--- config.mk ---
export PLATFORM = sky130hd
export DESIGN_NAME = fcfs_arbiter
export DESIGN_NICKNAME = d
export VERILOG_FILES = /design/src/rtl/fcfs_pkg.sv /design/src/rtl/fcfs_arrival_detect.sv /design/src/rtl/fcfs_index_queue.sv /design/src/rtl/fcfs_owner_lock.sv /design/src/rtl/fcfs_arbiter.sv
export SDC_FILE = /design/constraint.sdc
export NUM_CORES = 1
export LEC_CHECK = 0
export ABC_AREA = 1
export BUFFER_PORTS_ARGS = -buffer_cell sky130_fd_sc_hd__buf_4
export CAP_MARGIN = 20
export CORE_UTILIZATION = 59
export CTS_BUF_LIST = sky130_fd_sc_hd__clkbuf_4 sky130_fd_sc_hd__clkbuf_8
export DETAILED_ROUTE_END_ITERATION = 10
export PLACE_DENSITY_LB_ADDON = 0.15
export SLEW_MARGIN = 10
export SYNTH_ARGS = -nofsm -noshare
export SYNTH_HDL_FRONTEND = slang
export SYNTH_SLANG_ARGS = --single-unit
--- constraint.sdc ---
create_clock -name clk -period 8.9 [get_ports clk]
set_input_delay 0.89 -clock clk [delete_from_list [all_inputs] [get_ports clk]]
set_output_delay 0.89 -clock clk [all_outputs]
set_load 0.01 [all_outputs]
--- src/rtl/fcfs_pkg.sv ---
package fcfs_pkg;
  localparam int unsigned MAX_REQ = 64;

  typedef logic [MAX_REQ-1:0] wide_mask_t;

  // index of the lowest set bit, 0 for an empty mask
  function automatic int unsigned first_set(input wide_mask_t m);
    first_set = 0;
    for (int i = MAX_REQ - 1; i >= 0; i--) begin
      if (m[i]) first_set = unsigned'(i);
    end
  endfunction
endpackage

--- src/rtl/fcfs_arrival_detect.sv ---
module fcfs_arrival_detect #(
  parameter int N_REQ = 4,
  parameter int IDX_W = 2
) (
  input  logic [N_REQ-1:0] req_i,
  input  logic [N_REQ-1:0] pend_mask_i,
  input  logic             held_i,
  input  logic [IDX_W-1:0] owner_i,
  output logic [N_REQ-1:0] fresh_o
);
  // a request is fresh only if that requester is neither waiting nor owning
  for (genvar k = 0; k < N_REQ; k++) begin : g_bit
    assign fresh_o[k] = req_i[k] & ~pend_mask_i[k] &
                        ~(held_i && (owner_i == IDX_W'(k)));
  end
endmodule

--- src/rtl/fcfs_index_queue.sv ---
module fcfs_index_queue #(
  parameter int N_REQ = 4,
  parameter int IDX_W = 2,
  parameter int CNT_W = 3
) (
  input  logic             clk,
  input  logic             rst_n,
  input  logic             pop_i,
  input  logic [N_REQ-1:0] push_mask_i,
  output logic [IDX_W-1:0] head_o,
  output logic             empty_o,
  output logic [N_REQ-1:0] pend_mask_o,
  output logic [CNT_W-1:0] count_o
);
  logic [IDX_W-1:0] slot     [N_REQ];
  logic [IDX_W-1:0] nxt_slot [N_REQ];
  logic [CNT_W-1:0] cnt, nxt_cnt;
  logic [N_REQ-1:0] pend, nxt_pend;

  always_comb begin
    nxt_slot = slot;
    nxt_cnt  = cnt;
    nxt_pend = pend;
    if (pop_i) begin
      nxt_pend[slot[0]] = 1'b0;
      for (int i = 0; i < N_REQ - 1; i++) nxt_slot[i] = slot[i+1];
      nxt_cnt = cnt - 1'b1;
    end
    // same-cycle arrivals appended in ascending index order
    for (int k = 0; k < N_REQ; k++) begin
      if (push_mask_i[k]) begin
        for (int s = 0; s < N_REQ; s++) begin
          if (CNT_W'(s) == nxt_cnt) nxt_slot[s] = IDX_W'(k);
        end
        nxt_pend[k] = 1'b1;
        nxt_cnt     = nxt_cnt + 1'b1;
      end
    end
  end

  always_ff @(posedge clk) begin
    if (!rst_n) begin
      cnt  <= '0;
      pend <= '0;
      for (int i = 0; i < N_REQ; i++) slot[i] <= '0;
    end else begin
      cnt  <= nxt_cnt;
      pend <= nxt_pend;
      slot <= nxt_slot;
    end
  end

  assign head_o      = slot[0];
  assign empty_o     = (cnt == '0);
  assign pend_mask_o = pend;
  assign count_o     = cnt;

  a_r10_no_overflow: assert property (@(posedge clk) disable iff (!rst_n)
    count_o <= CNT_W'(N_REQ));
  a_r7_mask_matches_count: assert property (@(posedge clk) disable iff (!rst_n)
    $countones(pend_mask_o) == int'(count_o));
  a_r5_pop_only_when_filled: assert property (@(posedge clk) disable iff (!rst_n)
    pop_i |-> !empty_o);
endmodule

--- src/rtl/fcfs_owner_lock.sv ---
module fcfs_owner_lock #(
  parameter int N_REQ = 4,
  parameter int IDX_W = 2
) (
  input  logic             clk,
  input  logic             rst_n,
  input  logic [N_REQ-1:0] rel_i,
  input  logic             take_i,
  input  logic [IDX_W-1:0] take_idx_i,
  output logic             held_o,
  output logic [IDX_W-1:0] owner_o,
  output logic             rel_hit_o
);
  // only the owner's own release bit counts
  assign rel_hit_o = held_o & rel_i[owner_o];

  always_ff @(posedge clk) begin
    if (!rst_n) begin
      held_o  <= 1'b0;
      owner_o <= '0;
    end else if (take_i) begin
      held_o  <= 1'b1;
      owner_o <= take_idx_i;
    end else if (rel_hit_o) begin
      held_o  <= 1'b0;
    end
  end

  a_r8_owner_kept: assert property (@(posedge clk) disable iff (!rst_n)
    (held_o && !rel_hit_o) |=> (held_o && $stable(owner_o)));
  a_r6_foreign_release_ignored: assert property (@(posedge clk) disable iff (!rst_n)
    (held_o && rel_i != '0 && !rel_hit_o) |=> $stable(owner_o));
endmodule

--- src/rtl/fcfs_arbiter.sv ---
module fcfs_arbiter #(
  parameter int N_REQ = 4,
  localparam int IDX_W = (N_REQ > 1) ? $clog2(N_REQ) : 1
) (
  input  logic             clk,
  input  logic             rst_n,
  input  logic [N_REQ-1:0] req_i,
  input  logic [N_REQ-1:0] rel_i,
  output logic [N_REQ-1:0] grant_o,
  output logic [IDX_W-1:0] owner_o
);
  localparam int CNT_W = $clog2(N_REQ + 1);

  // named internal events
  logic [N_REQ-1:0] fresh, push_mask, pend_mask, direct_oh;
  logic [IDX_W-1:0] head_idx, direct_idx, take_idx, owner;
  logic [CNT_W-1:0] q_count;
  logic             q_empty, held, rel_hit, free_now, pop, direct, take;
  fcfs_pkg::wide_mask_t fresh_wide;

  fcfs_arrival_detect #(.N_REQ(N_REQ), .IDX_W(IDX_W)) u_arrival (
    .req_i(req_i), .pend_mask_i(pend_mask), .held_i(held),
    .owner_i(owner), .fresh_o(fresh));

  always_comb begin
    fresh_wide = '0;
    fresh_wide[N_REQ-1:0] = fresh;
  end

  assign free_now   = !held || rel_hit;
  assign pop        = free_now && !q_empty;
  assign direct     = free_now && q_empty && (fresh != '0);
  assign direct_idx = IDX_W'(fcfs_pkg::first_set(fresh_wide));
  assign direct_oh  = direct ? (N_REQ'(1) << direct_idx) : '0;
  assign push_mask  = fresh & ~direct_oh;
  assign take       = pop || direct;
  assign take_idx   = pop ? head_idx : direct_idx;

  fcfs_index_queue #(.N_REQ(N_REQ), .IDX_W(IDX_W), .CNT_W(CNT_W)) u_queue (
    .clk(clk), .rst_n(rst_n), .pop_i(pop), .push_mask_i(push_mask),
    .head_o(head_idx), .empty_o(q_empty), .pend_mask_o(pend_mask),
    .count_o(q_count));

  fcfs_owner_lock #(.N_REQ(N_REQ), .IDX_W(IDX_W)) u_lock (
    .clk(clk), .rst_n(rst_n), .rel_i(rel_i), .take_i(take),
    .take_idx_i(take_idx), .held_o(held), .owner_o(owner),
    .rel_hit_o(rel_hit));

  assign grant_o = held ? (N_REQ'(1) << owner) : '0;
  assign owner_o = owner;

  a_r1_grant_onehot: assert property (@(posedge clk) disable iff (!rst_n)
    $onehot0(grant_o));
  a_r5_no_idle_while_waiting: assert property (@(posedge clk) disable iff (!rst_n)
    !q_empty |-> held);
  a_r7_owner_not_waiting: assert property (@(posedge clk) disable iff (!rst_n)
    (pend_mask & grant_o) == '0);
  a_r9_idle_grant_needs_request: assert property (@(posedge clk) disable iff (!rst_n)
    (!held && req_i == '0) |=> !held);
endmodule

# Yosys cells after proc, flatten, opt, wreduce, memory -nomap -nowiden

Cells that the tools add are included.

Word-level logic and storage cells: 125
Flip-flop bits (word level): 18
Input bits: 10
Output and inout port bits: 6

Add/subtract/negate cells: 5
Bitwise operators: 21
Reduce and logical (&&, ||, !) cells: 24
Shift-type cells: 2
Multiplexer cells: 44
Equality and inequality tests: 15
Magnitude comparators: 3

Operators by type and width:

| cell                                                                   | count |
|---|---|
| 2-bit 2-to-1 mux                                                       | 21 |
| 8-bit 2-to-1 mux                                                       | 4 |
| 2-bit by 3-bit equality test with 1-bit output (first input constant)  | 8 |
| 3-bit logical NOT                                                      | 5 |
| 3-bit 2-to-1 mux                                                       | 5 |
| 3-bit by 1-bit adder with 3-bit output (second input constant)         | 4 |
| 1-bit by 3-bit equality test with 1-bit output (first input constant)  | 4 |
| 4-bit 2-to-1 mux                                                       | 3 |
| 2-bit nonzero test                                                     | 5 |
| 1-bit AND                                                              | 9 |
| 4-bit AND                                                              | 2 |
| 1-bit logical AND                                                      | 8 |
| 1-bit 2-to-1 mux                                                       | 8 |
| 1-bit NOT                                                              | 8 |
| 4-bit NOT                                                              | 2 |
| 1-bit by 2-bit << shifter with 4-bit output (first input constant)     | 2 |
| 2-bit by 3-bit < comparator with 1-bit output (second input constant)  | 2 |
| 6-bit 2-to-1 mux                                                       | 1 |
| 2-bit equality test (second input constant)                            | 2 |
| 4-bit nonzero test                                                     | 1 |
| 3-bit by 1-bit subtractor with 3-bit output (second input constant)    | 1 |
| 1-bit binary-select mux with 2-bit select                              | 1 |
| 1-bit demux with 2-bit select                                          | 1 |
| 2-bit by 1-bit equality test with 1-bit output (second input constant) | 1 |
| 4 further kinds                                                        | 6 |

# Depth between registers and ports, before layout

Depth after elaboration: 20
Gate-level depth with buffers: 24
Depth with buffers taken out: 24

# Modules after synthesis

A second synthesis with hierarchy kept.

Cells, all modules: 274
Area total of the unflattened synthesis: 1679.1 µm²

By module, submodules not included:

| module              | seq. area each (µm²) | cells an instance | area an instance (µm²) | instances |
|---|---|---|---|---|
| fcfs_index_queue    | 300.3                | 195               | 1290.0                 | 1 |
| fcfs_arbiter        | 0.0                  | 37                | 163.9                  | 1 |
| fcfs_owner_lock     | 60.1                 | 22                | 143.9                  | 1 |
| fcfs_arrival_detect | 0.0                  | 20                | 81.3                   | 1 |

# Least setup slack after synthesis

Ideal clock, no wire load.

Kind: input-to-reg
Start point: input port rel_i[3]
End point: register u_queue.cnt[2] (netlist: u_queue.count_o[2])
Path slack: 5288 ps
Arrival: 3502 ps
Required time: 8790 ps
Library setup time: 110 ps
Stages on the path: 23
Path buffers: 1
Cells stage by stage: nand2_1 -> nand2_1 -> nand2_1 -> nand3_2 -> buf_6 -> nand3b_1 -> nand2_1 -> ha_1 -> nand3_1 -> nand2_4 -> inv_2 -> ha_1 -> nand2_1 -> o21ai_2 -> ha_1 -> nand2_1 -> inv_1 -> nand3_2 -> and2_1 -> ha_1 -> nand2_1 -> nand3_1 -> inv_1

Longest elaborated chain between the ends: 16
Elaborated cells on any way between the ends: 19
Those cells by class: add/sub (4); mux (8); bitwise (3); reduce/logical (4)

RTL lines:

| item                                                                            | RTL line               | text |
|---|---|---|
| from (decl)                                                                     | fcfs_arbiter.sv:8      | `input logic [N_REQ-1:0] rel_i,` |
| 1-bit binary-select mux with 2-bit select (*)                                   | fcfs_owner_lock.sv:15  | `assign rel_hit_o = held_o & rel_i[owner_o];` |
| 1-bit 2-to-1 mux (not written as such) (*)                                      | fcfs_owner_lock.sv:15  |  |
| 1-bit AND (*)                                                                   | fcfs_owner_lock.sv:15  |  |
| 1-bit logical OR (*)                                                            | fcfs_arbiter.sv:30     | `assign free_now = !held \|\| rel_hit;` |
| branches (longest 11 deep; another with 3-bit by 1-bit adder with 3-bit output) | -                      |  |
| 3-bit 2-to-1 mux (*)                                                            | fcfs_index_queue.sv:31 | `if (push_mask_i[k]) begin` |
| to (signal assigned)                                                            | fcfs_index_queue.sv:47 | `cnt <= nxt_cnt;` |
| to (decl)                                                                       | fcfs_index_queue.sv:17 | `logic [CNT_W-1:0] cnt, nxt_cnt;` |

Every way passes the cells marked *. The select of a mux whose other input is x is not followed.
A chain may end at the register's enable or synchronous reset.

# Final worst setup path

Start point: register u_queue.cnt[0] (netlist: u_queue.count_o[0])
End point: register u_queue.cnt[2] (netlist: u_queue.count_o[2])

Longest elaborated chain between the ends: 13
Elaborated cells on any way between the ends: 18
Those cells by class: add/sub (5); mux (6); bitwise (2); reduce/logical (5)

RTL lines:

| item                                                                                 | RTL line |
|---|---|
| branches (longest 12 deep; another with 3-bit by 1-bit subtractor with 3-bit output) | - |
| 3-bit 2-to-1 mux (*)                                                                 | fcfs_index_queue.sv:31 |

Every way passes the cells marked *.

==> metrics.txt <==
instance count of the mapped netlist=267; Post-Syn Area=0.00175 mm2; cts repair resizes=0; CTS tree=yes; syn nets=295; TritonCTS buffer count=3; commonest cells after routing, fill and taps aside=nand2_1 (62), inv_1 (43), nor2_1 (21), nand3_1 (20); worst hold path type=register to register; # setup viols final=0; DP Cell Count=310; post-route clock period utilization=43.5%; I/O pins=16; Initial Util=62.8%; met3 WL=198 um; Vias/cell=5.25; nature of the critical path startpoint=register; met2 WL post-DR=1930 um; Die Span Y=56.4 um; worst-margin pin slew=0.449 ns; Core Util, Final=68.8%; largest net degree at the start of global routing=17; gr usage total=26.6%; CP Buf/Inv Count=5; Yosys warning total=0; sequential area share after synthesis=20.6%; most common cell after layout, fill and taps aside=nand2_1; CP Capture Type=register; critical path's top delay family=adder cells; initial antenna violation count=0; die area=0.00318 mm2; highest metal used=met4; Post-CTS Setup Inserts=0; CTS clock-pin slew for the worst setup and hold paths=0.12 ns; delay of the slowest cell on the worst path=0.38 ns; drt first pass iters=4; clk root buf=clkbuf_4; share of cells above drive strength 1=21.2%; Yosys cell types=32; CP Cell Sequence=inv_1 > ha_1 > ha_1 > inv_1 > nand2_2 > nand2_1 > nand2_1 > ha_1 > nand3_1 > nand2_4 > inv_2 > ha_1 > nand2_1 > o21ai_2 > ha_1 > nand2_1 > inv_1 > nand3_2 > and2_1 > ha_1 > nand2_1 > nand3_1 > inv_1; Finished Layout Cells=314; area grow syn2layout=9.68%; fill count=264; Max clock buf depth=2; via count=1,648; global-route wire length before repair=6630 um; H-tree Lvls=1; gr ovfl total=0; CP required=9.13 ns; Iteration-0 DRC Markers=70; post-synthesis register bit count=18; Max Clk Rate=258 MHz; critical path arrival=4.10 ns; Final Skew=0.0146 ns; Placer Congestion=0.893; Min Hold Slack=0.481 ns; Syn Area/Cell=6.54 um2; HPWL after detailed placement=3100 um; Slew Limit Headroom=70.0%; Post-DRT Antenna Nets=0; most used cell, CP=ha_1; status=finished, final reports clean; max-slew violations=0; cts hold-fix bufs=0; Ant. Diodes=0; WL per Instance=12.3 um; buffers added on ports=15; # clock sinks=18; Clock Latency Late Sink=0.31 ns; final hold violations=0; # rows=19; Max Cap Viol=0; routed wire length=3860 um; M1 WL=1620 um; drt drc=0; CP max FO=16; critical path type=register to register; Fin Setup TNS=0 ns; DIE WIDTH=56.4 um; Critical-path top delay cell=dfxtp_1; fin crit period=3.87 ns; fin nets=312; unrepaired setup endpoints after global routing=false; core area=0.00278 mm2; vias in the first global route=1,532
## final cells by class
cell class              count  area (um2)  share of cell area, %
clock buffers               4        36.3                   1.90
repair buffers             15         113                   5.88
multi-input cells         197        1180                   61.6
well taps                  31        38.8                   2.03
inverters                  49         186                   9.74
flip-flops and latches     18         360                   18.8
## path summary, 6_finish.rpt
| path | start | end | slack [ns] | cells past startpoint |
|---|---|---|---|---|
| min | u_queue.pend_mask_o[0]$_SDFFE_PN0P_ | u_queue.pend_mask_o[0]$_SDFFE_PN0P_ | 0.48 | 2 |
| max reg2reg | u_queue.count_o[0]$_SDFF_PN0_ | u_queue.count_o[2]$_SDFF_PN0_ | 5.03 | 23 |
| max | u_queue.count_o[0]$_SDFF_PN0_ | u_queue.count_o[2]$_SDFF_PN0_ | 5.03 | 23 |
| min reg2reg | u_queue.pend_mask_o[0]$_SDFFE_PN0P_ | u_queue.pend_mask_o[0]$_SDFFE_PN0P_ | 0.48 | 2 |
## per-stage QoR
step,instance area (um2),setup WS (ns)
finish,1910,5.03
global route,1910,4.65
CTS,1910,5.04
detailed placement,1880,4.80
global placement,1880,4.89
floorplan,1750,5.29
## sequential cells by signal, summed over array words and instances (netlist names)
register,flops
u_lock.held_o,1
u_queue.head_o,2
u_lock.owner_o,2
u_queue.slot,6
u_queue.pend_mask_o,4
u_queue.count_o,3
## worst register-to-register path, stage by stage (launching register included)
cell,delay (ns)
dfxtp_1,0.38
inv_1,0.09
ha_1,0.20
ha_1,0.27
inv_1,0.19
nand2_2,0.20
nand2_1,0.11
nand2_1,0.11
ha_1,0.30
nand3_1,0.11
nand2_4,0.14
inv_2,0.06
ha_1,0.27
nand2_1,0.06
o21ai_2,0.10
ha_1,0.18
nand2_1,0.10
inv_1,0.11
nand3_2,0.16
and2_1,0.22
ha_1,0.27
nand2_1,0.05
nand3_1,0.08
inv_1,0.04
## logic make-up (layout without fill, tap and decap cells)
group / after synthesis / in the layout / synth area share [%]
AOI/OAI and AO/OA: 36 / 36 / 11.6
buffers and inverters: 52 / 68 / 11.8
and+or+nand+nor: 143 / 143 / 43.1
adders and majority gates: 18 / 18 / 12.9
DFF: 18 / 18 / 20.6
## synth_stat cells
cell type  instances  area [um2]
nand2_1           62         233
inv_1             43         161
nor2_1            21        78.8
nand3_1           20         100
dfxtp_1           18         360
ha_1              18         225
a21oi_1           14        70.1
o21ai_0           13        65.1
nand2_2           12        75.1
nand2_4            6        67.6
nand3_2            6        60.1
inv_2              5        18.8
nand3b_1           3        22.5
nor2_4             3        33.8
a31oi_1            2        12.5
clkbuf_1           2        7.51
nand4_1            2        12.5
nor2_2             2        12.5
o21ai_2            2        17.5
a211oi_1           1        7.51
a21boi_0           1        7.51
and2_1             1        6.26
and2_4             1        8.76
buf_6              1        11.3
inv_4              1        6.26
nand3_4            1        17.5
nand4_2            1        12.5
nor3_1             1        5.00
o211ai_1           1        7.51
o21bai_1           1        7.51
o31ai_1            1        7.51
or2_2              1        6.26
## routing by layer
layer  vias up  track usage [%]
met4         0             11.8
li1        874                -
met3        11             2.30
met2        54             47.8
met5         -                0
met1       709             31.9
Power is left out: the tool's default activity adds up to more than one toggle a clock period on the data nets, which glitch-free logic cannot reach.
